[src/rtl/ccd_seq_pkg.sv]
package ccd_seq_pkg;
  typedef enum logic [1:0] {
    ST_IDLE   = 2'd0,
    ST_INTEG  = 2'd1,
    ST_VXFER  = 2'd2,
    ST_HSHIFT = 2'd3
  } seq_state_e;
endpackage

[src/rtl/ccd_seq_fsm.sv]
module ccd_seq_fsm
  import ccd_seq_pkg::*;
#(
  parameter int INT_W   = 16,
  parameter int PIXELS  = 6,
  parameter int LINES   = 3,
  parameter int V_HIGH  = 3,
  parameter int V_DEAD  = 2,
  parameter int H_HALF  = 2,
  localparam int VX_CYC = 3 * V_DEAD + 2 * V_HIGH,
  localparam int HP_CYC = 2 * H_HALF,
  localparam int VS_W   = $clog2(VX_CYC + 1),
  localparam int HP_W   = $clog2(HP_CYC + 1),
  localparam int PX_W   = $clog2(PIXELS + 1),
  localparam int LN_W   = $clog2(LINES + 1)
) (
  input  logic             clk_i,
  input  logic             rst_ni,
  input  logic             start_i,
  input  logic [INT_W-1:0] int_time_i,
  output seq_state_e       state_o,
  output logic [VS_W-1:0]  vstep_o,
  output logic [HP_W-1:0]  hphase_o
);
  localparam logic [VS_W-1:0] VS_LAST = VS_W'(VX_CYC - 1);
  localparam logic [HP_W-1:0] HP_LAST = HP_W'(HP_CYC - 1);
  localparam logic [PX_W-1:0] PX_LAST = PX_W'(PIXELS - 1);
  localparam logic [LN_W-1:0] LN_LAST = LN_W'(LINES - 1);

  seq_state_e       state_q, state_d;
  logic [INT_W-1:0] int_cnt_q, int_cnt_d;
  logic [VS_W-1:0]  vs_q, vs_d;
  logic [HP_W-1:0]  hp_q, hp_d;
  logic [PX_W-1:0]  px_q, px_d;
  logic [LN_W-1:0]  ln_q, ln_d;

  always_comb begin
    state_d   = state_q;
    int_cnt_d = int_cnt_q;
    vs_d      = vs_q;
    hp_d      = hp_q;
    px_d      = px_q;
    ln_d      = ln_q;
    unique case (state_q)
      ST_IDLE: begin
        if (start_i) begin
          state_d   = ST_INTEG;
          int_cnt_d = int_time_i;
          ln_d      = '0;
        end
      end
      ST_INTEG: begin
        if (int_cnt_q == '0) begin
          state_d = ST_VXFER;
          vs_d    = '0;
        end else begin
          int_cnt_d = int_cnt_q - 1'b1;
        end
      end
      ST_VXFER: begin
        if (vs_q == VS_LAST) begin
          state_d = ST_HSHIFT;
          hp_d    = '0;
          px_d    = '0;
        end else begin
          vs_d = vs_q + 1'b1;
        end
      end
      ST_HSHIFT: begin
        if (hp_q == HP_LAST) begin
          hp_d = '0;
          if (px_q == PX_LAST) begin
            if (ln_q == LN_LAST) begin
              state_d = ST_IDLE;
              ln_d    = '0;
            end else begin
              state_d = ST_VXFER;
              vs_d    = '0;
              ln_d    = ln_q + 1'b1;
            end
          end else begin
            px_d = px_q + 1'b1;
          end
        end else begin
          hp_d = hp_q + 1'b1;
        end
      end
      default: state_d = ST_IDLE;
    endcase
  end

  always_ff @(posedge clk_i or negedge rst_ni) begin
    if (!rst_ni) begin
      state_q   <= ST_IDLE;
      int_cnt_q <= '0;
      vs_q      <= '0;
      hp_q      <= '0;
      px_q      <= '0;
      ln_q      <= '0;
    end else begin
      state_q   <= state_d;
      int_cnt_q <= int_cnt_d;
      vs_q      <= vs_d;
      hp_q      <= hp_d;
      px_q      <= px_d;
      ln_q      <= ln_d;
    end
  end

  assign state_o  = state_q;
  assign vstep_o  = vs_q;
  assign hphase_o = hp_q;

  assert_vs_range_R3: assert property (@(posedge clk_i) disable iff (!rst_ni)
    vs_q <= VS_LAST);
  assert_line_range_R8: assert property (@(posedge clk_i) disable iff (!rst_ni)
    ln_q <= LN_LAST);
endmodule

[src/rtl/ccd_vclk_gen.sv]
module ccd_vclk_gen
  import ccd_seq_pkg::*;
#(
  parameter int V_HIGH  = 3,
  parameter int V_DEAD  = 2,
  localparam int VX_CYC = 3 * V_DEAD + 2 * V_HIGH,
  localparam int VS_W   = $clog2(VX_CYC + 1)
) (
  input  logic            clk_i,
  input  logic            rst_ni,
  input  seq_state_e      state_i,
  input  logic [VS_W-1:0] vstep_i,
  output logic            v1_o,
  output logic            v2_o
);
  localparam logic [VS_W-1:0] V1_ON  = VS_W'(V_DEAD);
  localparam logic [VS_W-1:0] V1_OFF = VS_W'(V_DEAD + V_HIGH);
  localparam logic [VS_W-1:0] V2_ON  = VS_W'(2 * V_DEAD + V_HIGH);
  localparam logic [VS_W-1:0] V2_OFF = VS_W'(2 * V_DEAD + 2 * V_HIGH);

  logic in_xfer, v1_d, v2_d;

  assign in_xfer = (state_i == ST_VXFER);
  assign v1_d    = in_xfer && (vstep_i >= V1_ON) && (vstep_i < V1_OFF);
  assign v2_d    = in_xfer && (vstep_i >= V2_ON) && (vstep_i < V2_OFF);

  always_ff @(posedge clk_i or negedge rst_ni) begin
    if (!rst_ni) begin
      v1_o <= 1'b0;
      v2_o <= 1'b0;
    end else begin
      v1_o <= v1_d;
      v2_o <= v2_d;
    end
  end

  assert_v_excl_R3: assert property (@(posedge clk_i) disable iff (!rst_ni)
    !(v1_o && v2_o));
  assert_v1_lead_dead_R3: assert property (@(posedge clk_i) disable iff (!rst_ni)
    $rose(v2_o) |-> $past(!v1_o));
endmodule

[src/rtl/ccd_hclk_gen.sv]
module ccd_hclk_gen
  import ccd_seq_pkg::*;
#(
  parameter int H_HALF  = 2,
  localparam int HP_CYC = 2 * H_HALF,
  localparam int HP_W   = $clog2(HP_CYC + 1)
) (
  input  logic            clk_i,
  input  logic            rst_ni,
  input  seq_state_e      state_i,
  input  logic [HP_W-1:0] hphase_i,
  output logic            h1_o,
  output logic            h2_o,
  output logic            h1l_o
);
  localparam logic [HP_W-1:0] H1_END  = HP_W'(H_HALF);
  localparam logic [HP_W-1:0] H1L_END = HP_W'(H_HALF - 1);

  logic shifting, h1_d, h2_d, h1l_d;

  // outside a shift H1 parks high so V2 can fall onto it
  assign shifting = (state_i == ST_HSHIFT);
  assign h1_d     = !shifting || (hphase_i < H1_END);
  assign h2_d     = shifting && (hphase_i >= H1_END);
  assign h1l_d    = !shifting || (hphase_i < H1L_END);

  always_ff @(posedge clk_i or negedge rst_ni) begin
    if (!rst_ni) begin
      h1_o  <= 1'b1;
      h2_o  <= 1'b0;
      h1l_o <= 1'b1;
    end else begin
      h1_o  <= h1_d;
      h2_o  <= h2_d;
      h1l_o <= h1l_d;
    end
  end

  assert_h_excl_R5: assert property (@(posedge clk_i) disable iff (!rst_ni)
    !(h1_o && h2_o));
  assert_h1l_leads_R6: assert property (@(posedge clk_i) disable iff (!rst_ni)
    $fell(h1l_o) |=> $fell(h1_o));
  assert_h1_fall_after_h1l_R6: assert property (@(posedge clk_i) disable iff (!rst_ni)
    $fell(h1_o) |-> $past(!h1l_o));
endmodule

[src/rtl/ccd_strobe_gen.sv]
module ccd_strobe_gen #(
  parameter int STB_DLY = 2
) (
  input  logic clk_i,
  input  logic rst_ni,
  input  logic h1l_i,
  output logic sample_o
);
  logic h1l_q, dump;

  always_ff @(posedge clk_i or negedge rst_ni) begin
    if (!rst_ni) h1l_q <= 1'b1;
    else         h1l_q <= h1l_i;
  end

  assign dump = h1l_q && !h1l_i;

  logic [STB_DLY-1:0] pipe_q;

  generate
    if (STB_DLY == 1) begin : g_single
      always_ff @(posedge clk_i or negedge rst_ni) begin
        if (!rst_ni) pipe_q <= '0;
        else         pipe_q <= dump;
      end
    end else begin : g_chain
      always_ff @(posedge clk_i or negedge rst_ni) begin
        if (!rst_ni) pipe_q <= '0;
        else         pipe_q <= {pipe_q[STB_DLY-2:0], dump};
      end
    end
  endgenerate

  assign sample_o = pipe_q[STB_DLY-1];

  assert_strobe_single_R7: assert property (@(posedge clk_i) disable iff (!rst_ni)
    sample_o |=> !sample_o);
  assert_strobe_in_dump_R7: assert property (@(posedge clk_i) disable iff (!rst_ni)
    sample_o |-> !h1l_i);
endmodule

[src/rtl/ccd_clk_seq.sv]
module ccd_clk_seq
  import ccd_seq_pkg::*;
#(
  parameter int INT_W   = 16,
  parameter int PIXELS  = 6,
  parameter int LINES   = 3,
  parameter int V_HIGH  = 3,
  parameter int V_DEAD  = 2,
  parameter int H_HALF  = 2,
  parameter int STB_DLY = 2
) (
  input  logic             clk_i,
  input  logic             rst_ni,
  input  logic             start_i,
  input  logic [INT_W-1:0] int_time_i,
  output logic             v1_o,
  output logic             v2_o,
  output logic             h1_o,
  output logic             h2_o,
  output logic             h1l_o,
  output logic             sample_o
);
  localparam int VX_CYC = 3 * V_DEAD + 2 * V_HIGH;
  localparam int HP_CYC = 2 * H_HALF;
  localparam int VS_W   = $clog2(VX_CYC + 1);
  localparam int HP_W   = $clog2(HP_CYC + 1);

  seq_state_e      state;
  logic [VS_W-1:0] vstep;
  logic [HP_W-1:0] hphase;

  ccd_seq_fsm #(
    .INT_W (INT_W),
    .PIXELS(PIXELS),
    .LINES (LINES),
    .V_HIGH(V_HIGH),
    .V_DEAD(V_DEAD),
    .H_HALF(H_HALF)
  ) u_fsm (
    .clk_i     (clk_i),
    .rst_ni    (rst_ni),
    .start_i   (start_i),
    .int_time_i(int_time_i),
    .state_o   (state),
    .vstep_o   (vstep),
    .hphase_o  (hphase)
  );

  ccd_vclk_gen #(
    .V_HIGH(V_HIGH),
    .V_DEAD(V_DEAD)
  ) u_vclk (
    .clk_i  (clk_i),
    .rst_ni (rst_ni),
    .state_i(state),
    .vstep_i(vstep),
    .v1_o   (v1_o),
    .v2_o   (v2_o)
  );

  ccd_hclk_gen #(
    .H_HALF(H_HALF)
  ) u_hclk (
    .clk_i   (clk_i),
    .rst_ni  (rst_ni),
    .state_i (state),
    .hphase_i(hphase),
    .h1_o    (h1_o),
    .h2_o    (h2_o),
    .h1l_o   (h1l_o)
  );

  ccd_strobe_gen #(
    .STB_DLY(STB_DLY)
  ) u_stb (
    .clk_i   (clk_i),
    .rst_ni  (rst_ni),
    .h1l_i   (h1l_o),
    .sample_o(sample_o)
  );

  assert_integ_dark_R2: assert property (@(posedge clk_i) disable iff (!rst_ni)
    $past(state == ST_INTEG) |-> (!v1_o && !v2_o));
  assert_v2_fall_on_h1_R4: assert property (@(posedge clk_i) disable iff (!rst_ni)
    $fell(v2_o) |-> (h1_o && !h2_o && $past(h1_o)));
  assert_idle_levels_R1: assert property (@(posedge clk_i) disable iff (!rst_ni)
    $past(state == ST_IDLE) |-> (!v1_o && !v2_o && h1_o && !h2_o && h1l_o));
endmodule

[config.mk]
export PLATFORM = sky130hd
export DESIGN_NAME = ccd_clk_seq
export DESIGN_NICKNAME = d
export VERILOG_FILES = /design/src/rtl/ccd_seq_pkg.sv /design/src/rtl/ccd_seq_fsm.sv /design/src/rtl/ccd_vclk_gen.sv /design/src/rtl/ccd_hclk_gen.sv /design/src/rtl/ccd_strobe_gen.sv /design/src/rtl/ccd_clk_seq.sv
export SDC_FILE = /design/constraint.sdc
export NUM_CORES = 1
export LEC_CHECK = 0
export BUFFER_PORTS_ARGS = -buffer_cell sky130_fd_sc_hd__buf_2
export CAP_MARGIN = 10
export CELL_PAD_IN_SITES_DETAIL_PLACEMENT = 0
export CELL_PAD_IN_SITES_GLOBAL_PLACEMENT = 1
export CORE_MARGIN = 1.5
export CORE_UTILIZATION = 35
export CTS_BUF_LIST = sky130_fd_sc_hd__clkbuf_16
export DETAILED_ROUTE_END_ITERATION = 7
export HOLD_SLACK_MARGIN = 0.06
export PLACE_DENSITY = 0.76
export SLEW_MARGIN = 20
export SYNTH_ARGS = -nofsm -noshare
export SYNTH_HDL_FRONTEND = slang
export SYNTH_SLANG_ARGS = --single-unit
[constraint.sdc]
create_clock -name clk_i -period 4.3 [get_ports clk_i]
set_input_delay 0.645 -clock clk_i [delete_from_list [all_inputs] [get_ports clk_i]]
set_output_delay 0.645 -clock clk_i [all_outputs]
set_load 0.1 [all_outputs]
Word-level counts from Yosys, hierarchy flattened
Cells that the tools add are included.

Register bits after elaboration: 38. Latch bits: 0. RAM bits: 0. Bits in read-only memories: 0. Output and inout bits: 6. Word-level logic and storage cells: 90. Memories: 0.

Add/sub/neg operators: 5. Multiply operators: 0. Divide/modulo/power cells: 0. Magnitude comparators: 7. Eq/ne operators: 16. Shift operators: 0. Mux-type cells: 27. Bitwise gates (word level): 0. Reduce and logical (&&, ||, !) cells: 22.

Operator list (count): $mux 16 (2); $pmux 16 s2 (1); $mux 2 (10); $mux 4 (5); $logic_not 16->1 (1); $ne 2x2->1 const B (8); $sub 16x1->16 const B (1); $mux 3 (4); $pmux 3 s2 (2); $pmux 4 s3 (1); $pmux 2 s4 (1); $reduce_and 4->1 (2); $add 3x1->3 const B (2); $eq 2x2->1 const B (3); $logic_and 1x1->1 (6); $reduce_and 6->1 (1); $reduce_bool 2->1 (3); $reduce_and 5->1 (1); $add 4x1->4 const B (1); $eq 4x4->1 const B (1); $ge 4x2->1 const B (1); $ge 4x3->1 const B (1); $lt 4x3->1 const B (1); $lt 4x4->1 const B (1); other kinds (15) (17).

Logic depth before layout (Yosys ltp)
Depth in word-level cells: 5. Gate-level depth with buffers: 8. Depth with buffers taken out: 7.

Hierarchy
From an unflattened synthesis, not the netlist that was laid out.

Cells, all modules: 222. Area, all modules: 2079.5 um^2.

By module, submodules not included: ccd_seq_fsm (instances 1, cells an instance 203, area each 1771.7 um^2, sequential area each 750.7 um^2); ccd_hclk_gen (instances 1, cells an instance 6, area each 111.4 um^2, sequential area each 77.6 um^2); ccd_vclk_gen (instances 1, cells an instance 9, area each 106.4 um^2, sequential area each 50.0 um^2); ccd_strobe_gen (instances 1, cells an instance 4, area each 90.1 um^2, sequential area each 76.3 um^2).

Worst setup path after synthesis
No wires, ideal clock.

Path type: register to register. Start point: register u_fsm.int_cnt_q[9]. End point: register u_fsm.int_cnt_q[15]. Setup time: 119 ps. Arrival time: 1986 ps. Data required time: 4181 ps. Slack: 2196 ps. Stages on the path, launching flop included: 6. Path buffers: 0. Clock period less this slack: 2104 ps. Cells stage by stage: dfrtp_1 -> or4_1 -> or4_4 -> or3_1 -> o32ai_1 -> o21ba_1.

Word-level cells in the longest chain between the ends: 3. Elaborated cells between the ends (all ways): 6. Those cells by class: add/sub (1); eq/ne (1); mux (2); reduce/logical (2).

Ends and longest elaborated chain: start, declared (line ccd_seq_fsm.sv:31) `logic [INT_W-1:0] int_cnt_q, int_cnt_d;`; start signal, assigned (line ccd_seq_fsm.sv:102) `int_cnt_q <= int_cnt_d;`; $sub 16x1->16 or $logic_not 16->1 (tied branches) (line ccd_seq_fsm.sv:57, ccd_seq_fsm.sv:53); $mux 16 or $ne 2x2->1 (tied branches); $pmux 16 s2 or $reduce_and 3->1 (tied branches).

Parallel ways exist; a longest one is shown, timed or not. The select of a mux whose other input is x is not followed. A chain may end at the register's enable or synchronous reset.

Worst setup path after layout
Start point: register u_fsm.int_cnt_q[8]. End point: register u_fsm.int_cnt_q[15].

Same word-level chain as after synthesis.

==> results.sh <==
export IMPL_run_status="completed"
export IMPL_final_net_count=275
export IMPL_gpl_final_weighted_congestion=0.766
export IMPL_numPortBuffers=24
export IMPL_power_density_cell_area_nw_per_um2=309
export IMPL_clockBufferDepth=2
export IMPL_number_of_buffers_created_by_cts=5
export IMPL_timing_critical_path_from="u_fsm.int_cnt_q[8]"
export IMPL_postSynthCellCount=227
export IMPL_finish_utilization=0.425
export IMPL_timing_hold_worst_class="reg -> reg"
export IMPL_chipHeight_um=79.1
export IMPL_ir_worst_vdd_mv=0.177
export IMPL_drtPass1Iterations=4
export IMPL_dr_total_vias=1710
export IMPL_maxCapViolCount=0
export IMPL_cp_end_kind="flop"
export IMPL_final_max_slew_violation_count=0
export IMPL_cts_post_setup_buffers_inserted=0
export IMPL_yosys_area_top_type="sky130_fd_sc_hd__dfrtp_1"
export IMPL_setup_repair_after_global_routing_missed_its_margin="no"
export IMPL_yosysWarnings=0
export IMPL_post_drt_via_cell_ratio=5.29
export IMPL_initial_utilization=0.366
export IMPL_synthFlopType="sky130_fd_sc_hd__dfrtp_1"
export IMPL_timing_reg2reg_worst_path_depth=5
export IMPL_htree_num_levels=2
export IMPL_num_antenna_cells=0
export IMPL_filler_cell_count=571
export IMPL_maximum_number_of_pins_on_one_net_before_global_route_repair=39
export IMPL_area_delta_synth_final_pct=16.0
export IMPL_timing_worst_setup_path_type="reg -> reg"
export IMPL_crit_slowest_cell="sky130_fd_sc_hd__o21ai_2"
export IMPL_multi_input_combinational_cell_area_um2=995
export IMPL_post_cts_resize_count=0
export IMPL_timing_hold_violations_final=0
export IMPL_floorplan_die_width_um=79.1
export IMPL_fp_dieArea_um2=6260
export IMPL_placement_rows=27
export IMPL_drt_first_iter_violations=111
export IMPL_cts_sinks=38
export IMPL_worstPathRequired_ps=4520
export IMPL_number_of_flops_mapped_to_enable_cells_by_yosys=0
export IMPL_crit_reg2reg_capture="u_fsm.int_cnt_q[15]"
export IMPL_netlist_area_before_placement_um2=2030
export IMPL_clock_transition_at_the_registers_of_the_reported_paths_ps=60
export IMPL_first_pass_grt_wire_length_um=7400
export IMPL_post_cts_hold_buffer_count=0
export IMPL_clk_insertion_delay_late_ps=280
export IMPL_postSynthRegisterBits=38
export IMPL_fp_coreArea_um2=5540
export IMPL_layout_cells_non_filler=323
export IMPL_ioPinCount=25
export IMPL_synth_async_reset_ratio=1.00
export IMPL_seqCellArea_um2=955
export IMPL_static_leakage_power_nw=1.02
export IMPL_clock_fmax_mhz=406
export IMPL_grt_remaining_overflow=0
export IMPL_drc_errors=0
export IMPL_cts_tree="built"
export IMPL_cp_endpoint="u_fsm.int_cnt_q[15]"
export IMPL_tightestPinTransition_ps=922
export IMPL_netlist_cell_types=44
export IMPL_detailed_place_hpwl_um=3040
export IMPL_route_antenna_remaining_nets=0
export IMPL_regToRegStartpoint="u_fsm.int_cnt_q[8]"
export IMPL_post_route_cells_drive_above_1_share=0.151
export IMPL_setup_violations=0
export IMPL_cp_max_fo=26
export IMPL_tns_ps=0
export IMPL_synth_top_cells_by_area="sky130_fd_sc_hd__dfrtp_1 43%, sky130_fd_sc_hd__o21ai_0 7.2%, sky130_fd_sc_hd__a21oi_1 5.2%"
export IMPL_post_synth_top_area_fraction=0.432
export IMPL_slew_limit_headroom=0.385
export IMPL_routed_wl_um=4380
export IMPL_initial_antenna_violation_count=0
export IMPL_synth_fp_nets=252
export IMPL_final_min_period_over_clock_period=0.573
export IMPL_final_min_clock_period_ps=2460
export IMPL_wp_data_arrival_ps=2680
export IMPL_setup_worst_path_start_class="flop"
export IMPL_cts_root_buf="sky130_fd_sc_hd__clkbuf_16"
export IMPL_numPlacedInstances=315
export IMPL_timing_critical_path_cells="nor4_1 -> nand4_1 -> o21ai_2 -> o32ai_1 -> o21ba_1"
export IMPL_post_drt_wl_per_cell_um=13.6
export IMPL_worst_case_clock_skew_ps=3.44
export IMPL_synth_yosys_seq_area_share=0.471
export IMPL_all_layer_gr_usage=0.149
export IMPL_r2r_slack_ps=1840
export IMPL_cpPeakStageDelay_ps=780
export IMPL_syn_avg_cell_area_um2=8.93
export IMPL_grt_pass1_vias=1590
how the worst min path moves through the flow:
stage | start | to | slack [ps] | cells past startpoint
final | u_stb.pipe_q[0] | u_stb.pipe_q[1] | 350 | 0
after global routing | u_stb.pipe_q[0] | u_stb.pipe_q[1] | 380 | 0
after CTS | u_stb.pipe_q[0] | u_stb.pipe_q[1] | 350 | 0
after detailed placement | u_stb.pipe_q[0] | u_stb.pipe_q[1] | 340 | 0
after global placement | u_stb.pipe_q[0] | u_stb.pipe_q[1] | 340 | 0
after floorplan | u_stb.pipe_q[0] | u_stb.pipe_q[1] | 330 | 0
state kept, by name, summed over array words and instances, names as in the netlist:
register	count
u_fsm.hphase_o	3
u_hclk.h2_o	1
u_fsm.ln_q	2
u_fsm.vstep_o	4
u_fsm.state_o	2
u_hclk.h1_o	1
u_vclk.v2_o	1
u_vclk.v1_o	1
u_stb.h1l_q	1
u_hclk.h1l_o	1
u_stb.pipe_q	2
u_fsm.int_cnt_q	16
u_fsm.px_q	3
metal layers:
metal	part of all wire	GRT usage	wire length [um]	vias to the layer above
met1	0.54	0.214	2370	804
met4	0.012	0.0421	54	0
met2	0.42	0.222	1850	24
met3	0.024	0.0345	105	6
li1	-	-	-	876
met5	0	0	0	-
Yosys cell counts, types with 4 or more instances:
| cell type | count |
|---|---|
| sky130_fd_sc_hd__o21ai_0 | 29 |
| sky130_fd_sc_hd__nor4_1 | 4 |
| sky130_fd_sc_hd__or3_1 | 5 |
| sky130_fd_sc_hd__clkbuf_1 | 7 |
| sky130_fd_sc_hd__ha_1 | 6 |
| sky130_fd_sc_hd__inv_1 | 12 |
| sky130_fd_sc_hd__nor2b_1 | 4 |
| sky130_fd_sc_hd__nand2_1 | 9 |
| sky130_fd_sc_hd__dfrtp_1 | 35 |
| sky130_fd_sc_hd__nor2_1 | 27 |
| sky130_fd_sc_hd__a21oi_1 | 21 |
| sky130_fd_sc_hd__nor3_1 | 15 |
stage by stage:
step,setup WS (ps),area (um2),total power [mW],hold slack [ps]
detailed placement,1880,2210,0.381,339
CTS,1870,2350,0.733,352
finish,1840,2350,0.728,350
global route,1520,2350,0.755,379
global placement,1920,2210,0.381,337
floorplan,2200,2030,0.365,331
power by group:
| part | leakage, nW | switching (mW) | internal (mW) |
|---|---|---|---|
| combinational | 0.472 | 0.00947 | 0.00595 |
| clock | 0.0672 | 0.143 | 0.212 |
| sequential | 0.480 | 0 | 0.358 |
| total | 1.02 | 0.152 | 0.575 |
critical path: cells and delay by family (launching register included):
family / cells / cell delay, ps
compound gates: 3 / 1160
simple gates: 2 / 830
flops: 1 / 400
layout make-up:
class | instances | share of cell area
Multi-Input combinational cell | 168 | 0.423
Sequential cell | 38 | 0.406
Timing Repair Buffer | 25 | 0.0542
Clock buffer | 5 | 0.0532
Tap cell | 72 | 0.0383
Inverter | 12 | 0.0191
Clock inverter | 3 | 0.00691
cell families (layout without fill, tap and decap cells):
| family | count (synthesis) | count (layout) | synth area share |
|---|---|---|---|
| AO/OA/AOI/OAI | 78 | 78 | 0.232 |
| AND/OR/NAND/NOR | 78 | 78 | 0.192 |
| flip-flops | 38 | 38 | 0.471 |
| buffers and inverters | 21 | 45 | 0.0389 |
| adder cells (fa/ha/maj) | 6 | 6 | 0.0370 |
| multiplexers | 4 | 4 | 0.0204 |
| XOR/XNOR | 2 | 2 | 0.00864 |
placed cells by master (no fill, tap or decap), types with 4 or more instances in the layout:
master / synthesis / layout
sky130_fd_sc_hd__clkbuf_16: 0 / 5
sky130_fd_sc_hd__o21ai_0: 29 / 29
sky130_fd_sc_hd__nor3_1: 15 / 15
sky130_fd_sc_hd__dfrtp_1: 35 / 35
sky130_fd_sc_hd__or3_1: 5 / 5
sky130_fd_sc_hd__buf_2: 0 / 24
sky130_fd_sc_hd__nand2_1: 9 / 9
sky130_fd_sc_hd__nor4_1: 4 / 4
sky130_fd_sc_hd__inv_1: 12 / 12
sky130_fd_sc_hd__ha_1: 6 / 6
sky130_fd_sc_hd__nor2b_1: 4 / 4
sky130_fd_sc_hd__a21oi_1: 21 / 21
sky130_fd_sc_hd__nor2_1: 27 / 27
(Power assumes the default switching activity.)
